$ cat src/rtl/fracn_pkg.sv
package fracn_pkg;
  localparam int DEF_A_W    = 3;
  localparam int DEF_B_W    = 4;
  localparam int DEF_FN_W   = 11;
  localparam int DEF_MOD_LO = 1920;
  localparam int DEF_MOD_HI = 1968;
  localparam int DEF_PRESC  = 8;
  localparam int DEF_B_MIN  = 2;
endpackage

$ cat src/rtl/fracn_cfg_stage.sv
module fracn_cfg_stage
  import fracn_pkg::*;
#(
  parameter int A_W    = DEF_A_W,
  parameter int B_W    = DEF_B_W,
  parameter int FN_W   = DEF_FN_W,
  parameter int MOD_LO = DEF_MOD_LO,
  parameter int MOD_HI = DEF_MOD_HI,
  parameter int B_MIN  = DEF_B_MIN,
  localparam int MOD_W = $clog2(2 * MOD_HI)
) (
  input  logic             clk,
  input  logic             rst,
  input  logic             cfg_load,
  input  logic [A_W-1:0]   a_in,
  input  logic [B_W-1:0]   b_in,
  input  logic [FN_W-1:0]  fn_in,
  input  logic             sel_in,
  input  logic             half_in,
  input  logic             tick_en,
  output logic [A_W-1:0]   a_o,
  output logic [B_W-1:0]   b_o,
  output logic [MOD_W-1:0] mod_o,
  output logic [MOD_W-1:0] num_o,
  output logic             restart_o
);
  logic [A_W-1:0]  stg_a, act_a, use_a;
  logic [B_W-1:0]  stg_b, act_b, use_b;
  logic [FN_W-1:0] stg_fn, act_fn, use_fn;
  logic            stg_sel, act_sel, use_sel;
  logic            stg_half, act_half, use_half;
  logic            pending;
  logic [MOD_W-1:0] base_mod, fn_ext, fn_clamped;

  always_ff @(posedge clk) begin
    if (rst) begin
      stg_a <= '0; stg_b <= B_W'(B_MIN); stg_fn <= '0; stg_sel <= 1'b0; stg_half <= 1'b0;
      act_a <= '0; act_b <= B_W'(B_MIN); act_fn <= '0; act_sel <= 1'b0; act_half <= 1'b0;
      pending <= 1'b0;
    end else begin
      if (cfg_load) begin
        stg_a <= a_in; stg_b <= b_in; stg_fn <= fn_in;
        stg_sel <= sel_in; stg_half <= half_in;
      end
      if (tick_en && pending) begin
        act_a <= stg_a; act_b <= stg_b; act_fn <= stg_fn;
        act_sel <= stg_sel; act_half <= stg_half;
      end
      if (tick_en) pending <= cfg_load;
      else if (cfg_load) pending <= 1'b1;
    end
  end

  always_comb begin
    use_a    = pending ? stg_a    : act_a;
    use_b    = pending ? stg_b    : act_b;
    use_fn   = pending ? stg_fn   : act_fn;
    use_sel  = pending ? stg_sel  : act_sel;
    use_half = pending ? stg_half : act_half;
    base_mod = use_sel ? MOD_W'(MOD_HI) : MOD_W'(MOD_LO);
    fn_ext   = MOD_W'(use_fn);
    fn_clamped = (fn_ext >= base_mod) ? base_mod - 1'b1 : fn_ext;
    if (use_half) begin
      mod_o = base_mod << 1;
      num_o = (fn_clamped << 1) | MOD_W'(1);
    end else begin
      mod_o = base_mod;
      num_o = fn_clamped;
    end
    a_o = use_a;
    b_o = (use_b < B_W'(B_MIN)) ? B_W'(B_MIN) : use_b;
    restart_o = pending;
  end


  num_in_range_chk: assert property (@(posedge clk) disable iff (rst) num_o < mod_o)
    else $error("effective numerator not below modulus");

  b_floor_chk: assert property (@(posedge clk) disable iff (rst) b_o >= B_W'(B_MIN))
    else $error("binary word below floor");
endmodule

$ cat src/rtl/fracn_dsm_acc.sv
module fracn_dsm_acc #(
  parameter int MOD_W = 12
) (
  input  logic             clk,
  input  logic             rst,
  input  logic             tick_en,
  input  logic             restart,
  input  logic [MOD_W-1:0] mod_i,
  input  logic [MOD_W-1:0] num_i,
  output logic             carry_o
);
  logic [MOD_W-1:0] acc_q, acc_d;
  logic [MOD_W:0]   sum;

  always_comb begin
    sum     = (restart ? {(MOD_W+1){1'b0}} : {1'b0, acc_q}) + {1'b0, num_i};
    carry_o = (sum >= {1'b0, mod_i});
    acc_d   = carry_o ? MOD_W'(sum - {1'b0, mod_i}) : sum[MOD_W-1:0];
  end

  always_ff @(posedge clk) begin
    if (rst)          acc_q <= '0;
    else if (tick_en) acc_q <= acc_d;
  end


  acc_below_mod_chk: assert property (@(posedge clk) disable iff (rst) !restart |-> acc_q < mod_i)
    else $error("accumulator reached modulus");

  acc_hold_chk: assert property (@(posedge clk) disable iff (rst) !tick_en |=> $stable(acc_q))
    else $error("accumulator moved without enabled tick");
endmodule

$ cat src/rtl/fracn_div_seq.sv
module fracn_div_seq
  import fracn_pkg::*;
#(
  parameter int A_W    = DEF_A_W,
  parameter int B_W    = DEF_B_W,
  parameter int FN_W   = DEF_FN_W,
  parameter int MOD_LO = DEF_MOD_LO,
  parameter int MOD_HI = DEF_MOD_HI,
  parameter int PRESC  = DEF_PRESC,
  parameter int B_MIN  = DEF_B_MIN,
  localparam int MOD_W = $clog2(2 * MOD_HI),
  localparam int DIV_W = $clog2(PRESC * (2**B_W - 1) + 2**A_W + 1)
) (
  input  logic             clk,
  input  logic             rst,
  input  logic             ref_tick,
  input  logic             cfg_load,
  input  logic [A_W-1:0]   swal_word,
  input  logic [B_W-1:0]   bin_word,
  input  logic [FN_W-1:0]  frac_num,
  input  logic             ref_sel,
  input  logic             half_step,
  input  logic             enable,
  output logic [DIV_W-1:0] div_value,
  output logic             div_valid
);
  logic             tick_en, restart, carry;
  logic [A_W-1:0]   a_eff;
  logic [B_W-1:0]   b_eff;
  logic [MOD_W-1:0] mod_eff, num_eff;
  logic [DIV_W-1:0] div_d;

  assign tick_en = ref_tick & enable;

  fracn_cfg_stage #(
    .A_W(A_W), .B_W(B_W), .FN_W(FN_W), .MOD_LO(MOD_LO), .MOD_HI(MOD_HI), .B_MIN(B_MIN)
  ) cfg_i (
    .clk(clk), .rst(rst), .cfg_load(cfg_load),
    .a_in(swal_word), .b_in(bin_word), .fn_in(frac_num),
    .sel_in(ref_sel), .half_in(half_step), .tick_en(tick_en),
    .a_o(a_eff), .b_o(b_eff), .mod_o(mod_eff), .num_o(num_eff), .restart_o(restart)
  );

  fracn_dsm_acc #(.MOD_W(MOD_W)) acc_i (
    .clk(clk), .rst(rst), .tick_en(tick_en), .restart(restart),
    .mod_i(mod_eff), .num_i(num_eff), .carry_o(carry)
  );

  assign div_d = DIV_W'(PRESC) * DIV_W'(b_eff) + DIV_W'(a_eff) + DIV_W'(carry);

  always_ff @(posedge clk) begin
    if (rst) begin
      div_value <= '0;
      div_valid <= 1'b0;
    end else begin
      div_valid <= tick_en;
      if (tick_en) div_value <= div_d;
    end
  end


  valid_follows_tick_chk: assert property (@(posedge clk) disable iff (rst) div_valid |-> $past(tick_en))
    else $error("valid without enabled tick");

  tick_gives_valid_chk: assert property (@(posedge clk) disable iff (rst) tick_en |=> div_valid)
    else $error("enabled tick without valid");

  div_floor_chk: assert property (@(posedge clk) disable iff (rst)
    div_valid |-> div_value >= DIV_W'(PRESC * B_MIN))
    else $error("divide value below floor");
endmodule

$ cat config.mk
export PLATFORM = sky130hd
export DESIGN_NAME = fracn_div_seq
export DESIGN_NICKNAME = d
export VERILOG_FILES = /design/src/rtl/fracn_pkg.sv /design/src/rtl/fracn_cfg_stage.sv /design/src/rtl/fracn_dsm_acc.sv /design/src/rtl/fracn_div_seq.sv
export SDC_FILE = /design/constraint.sdc
export NUM_CORES = 1
export LEC_CHECK = 0
export BUFFER_PORTS_ARGS = -buffer_cell sky130_fd_sc_hd__buf_2
export CORE_MARGIN = 2
export CORE_UTILIZATION = 65
export CTS_CLUSTER_DIAMETER = 40
export DETAILED_ROUTE_END_ITERATION = 6
export PLACE_DENSITY = 0.86
export SLEW_MARGIN = 40
export SYNTH_ARGS = -nofsm -noshare
export SYNTH_HDL_FRONTEND = slang
export SYNTH_SLANG_ARGS = --single-unit
$ cat constraint.sdc
create_clock -name clk -period 12.6 [get_ports clk]
set_input_delay 1.89 -clock clk [delete_from_list [all_inputs] [get_ports clk]]
set_output_delay 1.89 -clock clk [all_outputs]
set_load 0.03 [all_outputs]
==> reports/summary.txt <==
Overflow after GRT - 0
synth warn - 0
Filler cells - 464
Max stage delay cell, worst path - mux2i_1
post-route clock period utilization - 0.5157
H-tree level count - 3
post-DR vias/cell - 6.165
status - complete, no violations
Power Dens Cells - 110.9 mW/mm²
ANT nets after route - 0
Bufs and invs on worst path - 2
most common cell after layout, fill and taps aside - nand2_1
drt pass-1 iters - 4
Avg Cell Area, Syn - 8.286 µm²
Max Buffers Root-to-Sink - 2
TritonCTS Sinks - 62
minimum clock period after layout - 6498 ps
leakage power figure - 1.862 nW
maximum clock rate - 0.1539 GHz
clock transition at the registers of the reported paths - 70 ps
slowest stage delay, CP - 680 ps
min-delay src - acc_i.acc_q[0]$_SDFFE_PP0P_
WS Path Type - flip-flop to flip-flop
Syn Inst Count - 477
number of hold buffers added after CTS - 0
reg2reg end - div_value[6]$_SDFFE_PP0P_
core area - 0.005886 mm²
most frequent cells in the layout - nand2_1, dfxtp_1, nor2_1, a21oi_1, mux2i_1
WHS Path Cells - 2
Die H - 81.98 µm
CP Launch Point - cfg_i.restart_o$_SDFFE_PP0P_
die area - 0.006721 mm²
Root Buffer Master - clkbuf_8
Distinct cells, synth - 66
CP delay by family, top - compound AO/OA/AOI/OAI gates
Initial Utilization - 0.6716
CP Launch Type - flip-flop
Max Cap Viol - 0
Final Hold Fails - 0
global-route wire length before repair - 15370 µm
GR Util All Layers - 0.2953
Slew Viols, Final - 0
ant diodes - 0
Post-Route WL - 9180 µm
ys async rst share - 0
postcts setup bufs - 0
Final Setup Violations - 0
Worst Hold Class - flip-flop to flip-flop
Setup TNS Final - 0 ps
register area - 0.001241 mm²
Arr. time, crit path - 6780 ps
nets - 546
area of the mapped netlist - 0.003953 mm²
Ports - 34
via count - 3551
initial antenna violation count - 0
share of cells above drive strength 1 - 0.1517
Site Rows - 28
port bufs - 33
Hold Path End - acc_i.acc_q[0]$_SDFFE_PP0P_
pin count of the biggest net entering global routing - 62
CTS resizes - 0
RR Startpoint - cfg_i.restart_o$_SDFFE_PP0P_
Worst-Margin Slew - 791.4 ps
r2r worst-path depth - 29
clock latency at the later pin of the worst-skew pair - 360 ps
synthesized net count - 527
Final HPWL DP - 6497 µm
multi-input logic area - 0.002532 mm²
DRC Markers - 0
1st-iter DRT viols - 341
vias in the first global route - 3310
critical-path maximum fanout - 8
sequential-to-total area share from yosys stat - 0.3140
P&R area growth vs syn - 8.705%
Critical Path Sink Type - flip-flop
RSZ-0062 raised after global routing - false
Post-synth EDFFs - 0
#FFs+latches synth - 62
critical path's most frequent cell - ha_1
clk_skew - 17.74 ps
top_reg_cell synth - dfxtp_1
Die W - 81.98 µm
CTS Buf Count - 9
clock tree from TritonCTS - built
slew margin rel. - 0.4573
worst reg-to-reg setup slack - 6100 ps
total power - 0.4765 mW
worst endpoint required time - 12880 ps
DR WL/cell - 15.94 µm
maximum vdd drop - 0.06914 mV
gpl congestion - 1.018
==> sequential cells by signal, indices dropped and copies added, names as in the netlist, 3 cells and up <==
name,count
cfg_i.stg_b,4
cfg_i.act_a,3
acc_i.acc_q,12
div_value,8
cfg_i.act_b,4
cfg_i.stg_a,3
cfg_i.stg_fn,11
cfg_i.act_fn,11
==> layer usage <==
metal / GRT usage / vias up / part of all wire
li1: - / 1726 / -
met1: 0.3654 / 1669 / 0.42
met2: 0.4967 / 126 / 0.49
met3: 0.07253 / 30 / 0.060
met4: 0.1067 / 0 / 0.027
met5: 0 / - / 0
==> cells by family (layout without fill, tap and decap cells) <==
group	Yosys count	after routing	synth area share
simple gates	187	187	0.2301
compound gates	105	105	0.1789
flops	62	62	0.3140
mux	46	46	0.1197
buf+inv	39	63	0.04558
fa+ha+maj	25	25	0.08294
xor+xnor	13	13	0.02881
==> worst register-to-register path, delay by kind of cell (launching register included) <==
family / cells / cell delay [ps]
AOI/OAI and AO/OA: 11 / 2120
and+or+nand+nor: 8 / 1180
muxes: 2 / 970
adders and majority gates: 4 / 940
xor gates and xnor gates: 2 / 520
buffers and inverters: 2 / 370
DFF: 1 / 340
==> metrics by stage <==
step / hold WS [ps] / area [µm²] / utilization / instances / setup slack (ps)
floorplan: 411.8 / 3953 / - / 477 / 6654
detailed placement: 441.4 / 4090 / 0.6949 / 560 / 6272
global route: 477.2 / 4297 / 0.7300 / 576 / 5443
global placement: 436.4 / 4088 / 0.6945 / 560 / 6645
CTS: 452.8 / 4295 / 0.7298 / 576 / 6156
finish: 452.7 / 4297 / 0.7300 / 576 / 6102
==> worst max-delay path by stage <==
stage	depth (start not counted)	slack, ps	to
floorplan	29	6650	div_value[6]$_SDFFE_PP0P_
global placement	28	6650	div_value[6]$_SDFFE_PP0P_
finish	29	6100	div_value[6]$_SDFFE_PP0P_
detailed placement	29	6270	div_value[6]$_SDFFE_PP0P_
global route	29	5440	div_value[6]$_SDFFE_PP0P_
CTS	29	6160	div_value[6]$_SDFFE_PP0P_
==> power breakdown <==
part / switching (mW) / internal [mW]
clock: 0.0867 / 0.0977
sequential: 0.00646 / 0.204
combinational: 0.0484 / 0.0336
==> layout make-up <==
class | count | area share
multi-input combinational | 376 | 0.5894
tap | 75 | 0.02184
inverter | 13 | 0.01136
timing repair buffer | 34 | 0.04077
sequential | 62 | 0.2889
clock inverter | 6 | 0.01573
clock buffer | 10 | 0.03203
==> synth_stat cells (all sizes together) (2+ instances only) <==
cell,count,area (µm²)
a211o,3,27.53
a211oi,8,60.06
a21boi,2,15.02
a21o,4,32.53
a21oi,41,205.2
a221o,2,20.02
a22oi,2,15.01
a311oi,3,26.28
a31oi,4,37.53
and2,2,13.77
and3,3,18.77
buf,6,36.29
clkbuf,20,95.09
dfxtp,62,1241
fa,2,40.04
ha,23,287.8
inv,13,48.79
mux2,10,112.6
mux2i,36,360.4
nand2,78,292.8
nand2b,5,31.28
nand3,5,25.02
nand3b,4,42.54
nand4,5,31.28
nor2,45,168.9
nor2b,18,112.6
nor3,6,35.03
nor4,4,31.28
nor4b,2,32.53
o211a,2,20.02
o211ai,3,22.52
o21a,3,22.52
o21ai,16,80.08
o221ai,2,17.52
o22ai,2,12.51
or3,5,31.28
xnor2,11,96.34
xor2,2,17.52
Note: power is estimated with default switching activity, not from simulation.
